### src/rtl/pe_pkg.sv
`timescale 1ns/1ps
package pe_pkg;
    typedef enum logic [3:0] {
        S_IDLE,
        S_PRELOW,
        S_PULSE,
        S_KEY,
        S_KEYEND,
        S_SETTLE,
        S_FRAME,
        S_READY,
        S_EXIT
    } pe_state_e;

    typedef struct packed {
        pe_state_e  st;
        logic [6:0] idx;
        logic       hi;
        logic       rst_n;
        logic       pclk;
        logic       pdat;
    } pe_regs_t;
endpackage

### src/rtl/pe_timer.sv
`timescale 1ns/1ps
module pe_timer #(
    parameter int W = 16
) (
    input  logic         clk_i,
    input  logic         rst_ni,
    input  logic         load_i,
    input  logic [W-1:0] load_val_i,
    output logic         zero_o
);
    logic [W-1:0] cnt_d, cnt_q;

    always_comb begin
        cnt_d = cnt_q;
        if (load_i)
            cnt_d = load_val_i;
        else if (cnt_q != '0)
            cnt_d = cnt_q - 1'b1;
    end

    always_ff @(posedge clk_i or negedge rst_ni) begin
        if (!rst_ni) cnt_q <= '0;
        else         cnt_q <= cnt_d;
    end

    assign zero_o = (cnt_q == '0);
endmodule

### src/rtl/pe_bitsrc.sv
`timescale 1ns/1ps
module pe_bitsrc #(
    parameter logic [31:0] KEY_WORD   = 32'h8A12C2B2,
    parameter logic [31:0] SETUP_WORD = 32'h00801000,
    parameter int          LEAD_ZEROS = 2
) (
    input  logic       sel_key_i,
    input  logic [6:0] idx_i,
    output logic       bit_o
);
    localparam int FRAME_BITS = LEAD_ZEROS + 32;

    logic [6:0] pos;

    always_comb begin
        pos = (idx_i >= 7'(FRAME_BITS)) ? 7'(idx_i - 7'(FRAME_BITS)) : idx_i;
        if (sel_key_i)
            bit_o = KEY_WORD[idx_i[4:0]];
        else if (pos < 7'(LEAD_ZEROS))
            bit_o = 1'b0;
        else
            bit_o = SETUP_WORD[5'(pos - 7'(LEAD_ZEROS))];
    end
endmodule

### src/rtl/prog_entry_seq.sv
`timescale 1ns/1ps
module prog_entry_seq #(
    parameter int          CLK_HZ     = 50_000_000,
    parameter int          HALF_CYC   = 2,
    parameter logic [31:0] KEY_WORD   = 32'h8A12C2B2,
    parameter logic [31:0] SETUP_WORD = 32'h00801000
) (
    input  logic clk_i,
    input  logic rst_ni,
    input  logic start_i,
    input  logic exit_i,
    output logic tgt_rst_no,
    output logic pgm_clk_o,
    output logic pgm_dat_o,
    output logic busy_o,
    output logic ready_o
);
    import pe_pkg::*;

    localparam int LEAD_ZEROS  = 2;
    localparam int KEY_BITS    = 32;
    localparam int FRAME_BITS  = LEAD_ZEROS + 32;
    localparam int FRAMES      = 2;
    localparam int RST_LOW_CYC = CLK_HZ / 1000;
    localparam int SETTLE_CYC  = CLK_HZ / 2000;
    localparam int PULSE_RAW   = (CLK_HZ + 49_999_999) / 50_000_000;
    localparam int PULSE_CYC   = (PULSE_RAW < 1) ? 1 : PULSE_RAW;
    localparam int PULSE_MAX   = (CLK_HZ / 500_000 < 1) ? 1 : CLK_HZ / 500_000;
    localparam int MAX_A       = (RST_LOW_CYC > SETTLE_CYC) ? RST_LOW_CYC : SETTLE_CYC;
    localparam int MAX_B       = (HALF_CYC > PULSE_CYC) ? HALF_CYC : PULSE_CYC;
    localparam int MAX_CNT     = (MAX_A > MAX_B) ? MAX_A : MAX_B;
    localparam int CNT_W       = $clog2(MAX_CNT + 1);

    pe_regs_t r_d, r_q;
    logic             t_load;
    logic [CNT_W-1:0] t_val;
    logic             t_zero;
    logic             src_key;
    logic [6:0]       src_idx;
    logic             src_bit;

    pe_timer #(.W(CNT_W)) u_timer (
        .clk_i      (clk_i),
        .rst_ni     (rst_ni),
        .load_i     (t_load),
        .load_val_i (t_val),
        .zero_o     (t_zero)
    );

    assign src_key = (r_q.st == S_PULSE) || (r_q.st == S_KEY);
    assign src_idx = ((r_q.st == S_PULSE) || (r_q.st == S_SETTLE)) ? 7'd0 : 7'(r_q.idx + 7'd1);

    pe_bitsrc #(
        .KEY_WORD   (KEY_WORD),
        .SETUP_WORD (SETUP_WORD),
        .LEAD_ZEROS (LEAD_ZEROS)
    ) u_bitsrc (
        .sel_key_i (src_key),
        .idx_i     (src_idx),
        .bit_o     (src_bit)
    );

    always_comb begin
        r_d    = r_q;
        t_load = 1'b0;
        t_val  = '0;
        unique case (r_q.st)
            S_IDLE: begin
                r_d.rst_n = 1'b0;
                r_d.pclk  = 1'b0;
                r_d.pdat  = 1'b0;
                if (start_i) begin
                    r_d.st = S_PRELOW;
                    t_load = 1'b1;
                    t_val  = CNT_W'(RST_LOW_CYC - 1);
                end
            end
            S_PRELOW: if (t_zero) begin
                r_d.st    = S_PULSE;
                r_d.rst_n = 1'b1;
                t_load    = 1'b1;
                t_val     = CNT_W'(PULSE_CYC - 1);
            end
            S_PULSE: if (t_zero) begin
                r_d.st    = S_KEY;
                r_d.rst_n = 1'b0;
                r_d.idx   = 7'd0;
                r_d.hi    = 1'b0;
                r_d.pdat  = src_bit;
                t_load    = 1'b1;
                t_val     = CNT_W'(HALF_CYC - 1);
            end
            S_KEY, S_FRAME: if (t_zero) begin
                t_load = 1'b1;
                t_val  = CNT_W'(HALF_CYC - 1);
                if (!r_q.hi) begin
                    r_d.hi   = 1'b1;
                    r_d.pclk = 1'b1;
                end else begin
                    r_d.hi   = 1'b0;
                    r_d.pclk = 1'b0;
                    if (r_q.st == S_KEY && r_q.idx == 7'(KEY_BITS - 1)) begin
                        r_d.st   = S_KEYEND;
                        r_d.pdat = 1'b0;
                    end else if (r_q.st == S_FRAME &&
                                 r_q.idx == 7'(FRAMES * FRAME_BITS - 1)) begin
                        r_d.st   = S_READY;
                        r_d.pdat = 1'b0;
                        t_load   = 1'b0;
                    end else begin
                        r_d.idx  = src_idx;
                        r_d.pdat = src_bit;
                    end
                end
            end
            S_KEYEND: if (t_zero) begin
                r_d.st    = S_SETTLE;
                r_d.rst_n = 1'b1;
                t_load    = 1'b1;
                t_val     = CNT_W'(SETTLE_CYC - 1);
            end
            S_SETTLE: if (t_zero) begin
                r_d.st   = S_FRAME;
                r_d.idx  = 7'd0;
                r_d.hi   = 1'b0;
                r_d.pdat = src_bit;
                t_load   = 1'b1;
                t_val    = CNT_W'(HALF_CYC - 1);
            end
            S_READY: if (exit_i) begin
                r_d.st    = S_EXIT;
                r_d.rst_n = 1'b0;
                r_d.pclk  = 1'b0;
                r_d.pdat  = 1'b0;
                t_load    = 1'b1;
                t_val     = CNT_W'(RST_LOW_CYC - 1);
            end
            S_EXIT: if (t_zero) r_d.st = S_IDLE;
            default: r_d.st = S_IDLE;
        endcase
    end

    always_ff @(posedge clk_i or negedge rst_ni) begin
        if (!rst_ni) r_q <= '{st: S_IDLE, idx: 7'd0, hi: 1'b0, rst_n: 1'b0, pclk: 1'b0, pdat: 1'b0};
        else         r_q <= r_d;
    end

    assign tgt_rst_no = r_q.rst_n;
    assign pgm_clk_o  = r_q.pclk;
    assign pgm_dat_o  = r_q.pdat;
    assign busy_o     = (r_q.st != S_IDLE) && (r_q.st != S_READY);
    assign ready_o    = (r_q.st == S_READY);

    // Checker state: length of the current reset pulse.
    logic [15:0] pulse_run_q;
    always_ff @(posedge clk_i or negedge rst_ni) begin
        if (!rst_ni)                           pulse_run_q <= '0;
        else if (r_q.st == S_PULSE && r_q.rst_n) pulse_run_q <= pulse_run_q + 16'd1;
        else                                   pulse_run_q <= '0;
    end

    p_pulse_max_r3: assert property (@(posedge clk_i) disable iff (!rst_ni)
        pulse_run_q <= 16'(PULSE_MAX));
    p_dat_hold_r4: assert property (@(posedge clk_i) disable iff (!rst_ni)
        (pgm_clk_o && $past(pgm_clk_o)) |-> $stable(pgm_dat_o));
    p_rst_rise_r5: assert property (@(posedge clk_i) disable iff (!rst_ni)
        ($rose(tgt_rst_no) && r_q.st == S_SETTLE) |-> !pgm_clk_o);
    p_settle_quiet_r6: assert property (@(posedge clk_i) disable iff (!rst_ni)
        (r_q.st == S_SETTLE) |-> (!pgm_clk_o && tgt_rst_no));
    p_ready_hold_r8: assert property (@(posedge clk_i) disable iff (!rst_ni)
        ready_o |-> (tgt_rst_no && !pgm_clk_o && !busy_o));
    p_start_ign_r9: assert property (@(posedge clk_i) disable iff (!rst_ni)
        (ready_o && start_i && !exit_i) |=> ready_o);
    p_exit_drop_r10: assert property (@(posedge clk_i) disable iff (!rst_ni)
        (ready_o && exit_i) |=> (busy_o && !tgt_rst_no && !pgm_clk_o));
    p_exit_ign_r11: assert property (@(posedge clk_i) disable iff (!rst_ni)
        (r_q.st == S_FRAME && exit_i) |=> tgt_rst_no);
endmodule

### config.mk
export PLATFORM = sky130hd
export DESIGN_NAME = prog_entry_seq
export DESIGN_NICKNAME = d
export VERILOG_FILES = /design/src/rtl/pe_pkg.sv /design/src/rtl/pe_timer.sv /design/src/rtl/pe_bitsrc.sv /design/src/rtl/prog_entry_seq.sv
export SDC_FILE = /design/constraint.sdc
export NUM_CORES = 1
export LEC_CHECK = 0
export BUFFER_PORTS_ARGS = -buffer_cell sky130_fd_sc_hd__buf_2
export CORE_MARGIN = 2
export CORE_UTILIZATION = 65
export CTS_BUF_LIST = sky130_fd_sc_hd__clkbuf_8
export DETAILED_ROUTE_END_ITERATION = 12
export PLACE_DENSITY = 0.87
export SLEW_MARGIN = 20
export SYNTH_ARGS = -nofsm -noshare
export SYNTH_HDL_FRONTEND = slang
export SYNTH_HIERARCHICAL = 1
export SYNTH_SLANG_ARGS = --single-unit
### constraint.sdc
create_clock -name clk_i -period 7.09 [get_ports clk_i]
set_input_delay 0.709 -clock clk_i [delete_from_list [all_inputs] [get_ports clk_i]]
set_output_delay 0.709 -clock clk_i [all_outputs]
set_load 0.005 [all_outputs]
==> flow_metrics.py <==
metrics = {
    "run_status": {
        "status": "completed",
    },
    "drt": {
        "routed_wl_mm": 5.63,
        "final_antenna_net_count": 0,
        "drc_errors": 0,
        "via_per_inst": 6.43,
        "wl_per_cell_um": 16.2,
        "via_count": 2236,
        "first_iter_violations": 158,
        "drt_first_pass_iters": 4,
    },
    "floorplanning": {
        "initial_core_util_pct": 68.1,
        "rows": 22,
        "die_area_um2": 4410,
        "die_w_um": 66.4,
        "io_pins": 9,
        "die_y_um": 66.4,
        "coreArea_um2": 3720,
    },
    "grt": {
        "grt_pass1_wl_mm": 9.67,
        "grt_pass1_vias": 2203,
        "grtUsageTotal_pct": 28.5,
        "grt_start_max_net_pins": 35,
        "grt_antenna_before_repair": 0,
        "grt-ovfl-total": 0,
    },
    "setup_path": {
        "worst_r2r_path_depth": 12,
        "crit_slowest_cell": "dfrtp_1",
        "cp-end-kind": "flip-flop",
        "r2r_setup_slack_ns": 3.21,
        "setup.worst_path.start_class": "flip-flop",
        "critPathRequiredTime_ns": 7.27,
        "arrival_ns": 4.06,
        "path_max_fanout": 28,
        "path_class": "flip-flop to flip-flop",
        "crit_chain": "nand2_1 -> o22a_1 -> nor2_1 -> nor2_1 -> inv_1 -> ha_1 -> or4b_4 -> o221a_1 -> o2111a_1 -> a221o_1 -> nor2b_1 -> mux2_2",
        "cp_num_buf_inv": 1,
        "crit_top_cell": "nor2_1",
        "cp_slowest_stage_delay_ns": 0.86,
        "worstReg2RegStart": "r_q[11]",
        "regToRegEndpoint": "pgm_dat_o",
        "crit_family": "simple AND/OR/NAND/NOR gates",
    },
    "synthesis": {
        "synthFlopType": "dfrtp_1",
        "synth-seq-cells": 31,
        "synth_edf_count": 0,
        "yosysUniqueCellTypes": 69,
        "syn_area_per_cell_um2": 8.49,
        "synth_area_um2": 2530,
        "yosysWarningCount": 6,
        "synth-async-reset-ratio_pct": 100,
        "syn-instance-count": 298,
        "seq_area_frac_synth_pct": 30.6,
    },
    "cts": {
        "htreeDepth": 2,
        "hold_buffers": 0,
        "cts-root-buf": "clkbuf_8",
        "post_cts_resized": 0,
        "clock_sinks": 31,
        "cts_buffer_depth": 2,
        "clk_transition_reported_paths_ns": 0.07,
        "clk_latency_ns": 0.29,
        "cts_setup_buffers": 0,
        "cts_tree": "done",
        "cts_made_buffers": 5,
    },
    "timing": {
        "tightest_slew_ns": 0.788,
        "clock.fmax_mhz": 257,
        "drv_slew": 0,
        "finalCritPeriodShare_pct": 54.8,
        "layout_setup_ws_ns": 3.21,
        "rsz0062_at_grt": "no",
        "fin_tns_setup_ns": 0,
        "relSlewSlack_pct": 47.5,
        "min_period_ns": 3.88,
        "finClkSkew_ns": 0.00414,
        "setup_violations": 0,
        "hold_viol_final": 0,
    },
    "layout": {
        "antenna_cells": 0,
        "fin_nets": 308,
        "final_common_cell": "dfrtp_1",
        "area_growth_syn_to_layout_pct": 6.53,
        "final_cell_mix": "31 x dfrtp_1, 28 x nand2_1, 28 x nor2_1",
        "drive_gt1_share_pct": 13.3,
    },
    "min_path": {
        "hold_class": "input pin to asynchronous set/reset pin",
    },
    "place": {
        "dp_worst_setup_slack_ns": 3.26,
        "hpwl_mm": 3.91,
        "gp_congestion": 0.886,
        "numPortBuffers": 8,
    },
    "run": {
        "cap_violations": 0,
    },
    "power": {
        "peakVddDrop_mv": 0.189,
        "power_density_nw_per_um2": 291,
        "leakage_nw": 1.13,
    },
}
## worst max path at each step
stage	from	end	slack (ns)	depth (start not counted)
after floorplan	r_q[11]	pgm_dat_o	3.56	14
after global placement	r_q[11]	pgm_dat_o	3.38	12
after detailed placement	r_q[11]	pgm_dat_o	3.26	12
after CTS	r_q[11]	pgm_dat_o	3.24	12
after global routing	r_q[11]	pgm_dat_o	2.96	12
final	r_q[11]	pgm_dat_o	3.21	12
## report_power, final
group / internal [mW] / switching [mW] / total (mW)
clock network: 0.114 / 0.0696 / 0.183
logic: 0.142 / 0.150 / 0.292
registers: 0.228 / 0.0811 / 0.309
## through the flow
| step | util (%) | instances | area, um2 | hold WS, ns | total power, mW |
|---|---|---|---|---|---|
| 2_1_floorplan | - | 301 | 2540 | 0.413 | 0.532 |
| 3_3_place_gp | 69.4 | 340 | 2580 | 0.489 | 0.585 |
| 3_5_place_dp | 69.4 | 340 | 2580 | 0.500 | 0.598 |
| 4_1_cts | 72.6 | 348 | 2700 | 0.475 | 0.786 |
| 5_1_grt | 72.6 | 348 | 2700 | 0.513 | 0.837 |
| 6_report | 72.6 | 348 | 2700 | 0.458 | 0.784 |
## per-layer routing
metal	global-route usage [%]	wire length (um)	vias to the layer above
met4	9.69	78	0
li1	-	-	1101
met5	0	0	-
met1	35.3	2470	1073
met2	49.8	2880	53
met3	4.94	199	9
## state kept, by name (all words and copies together) (netlist names)
register,count
pgm_clk_o,1
pgm_dat_o,1
r_q,12
tgt_rst_no,1
u_timer/cnt_q,16
## layout make-up
class                      instances  area (um2)
clock buffer                       6        82.6
clock inverter                     2        35.0
fill                             282        1020
inverter                          10        37.5
multi-input combinational        241        1650
sequential                        31         776
tap                               48        60.1
timing repair buffer              10        55.1
## cells in the mapped netlist (6+ instances only)
library cell / n / area share, %
o21ai_0: 14 / 2.8
o211a_1: 7 / 2.8
xnor2_1: 12 / 4.2
dfrtp_1: 31 / 31
o41ai_1: 9 / 3.1
clkbuf_1: 10 / 1.5
nor3_1: 8 / 1.6
buf_2: 6 / 1.2
nand2b_1: 12 / 3.0
a21oi_1: 13 / 2.6
nand2_1: 28 / 4.2
nor2_1: 28 / 4.2
nor2b_1: 10 / 2.5
nand3_1: 10 / 2.0
inv_1: 10 / 1.5
## cells by family (layout without fill, tap and decap cells)
logic type      Yosys count  count (layout)  share of synthesized area (%)
flops                    31              31                           30.6
xor+xnor                 14              14                           4.84
other cells               1               4                          0.148
mux                       7               7                           3.26
compound gates           82              82                           24.6
buf+inv                  29              28                           4.89
simple gates            129             129                           29.1
fa+ha+maj                 5               5                           2.47
No activity file was read; power rests on OpenSTA's default activity.
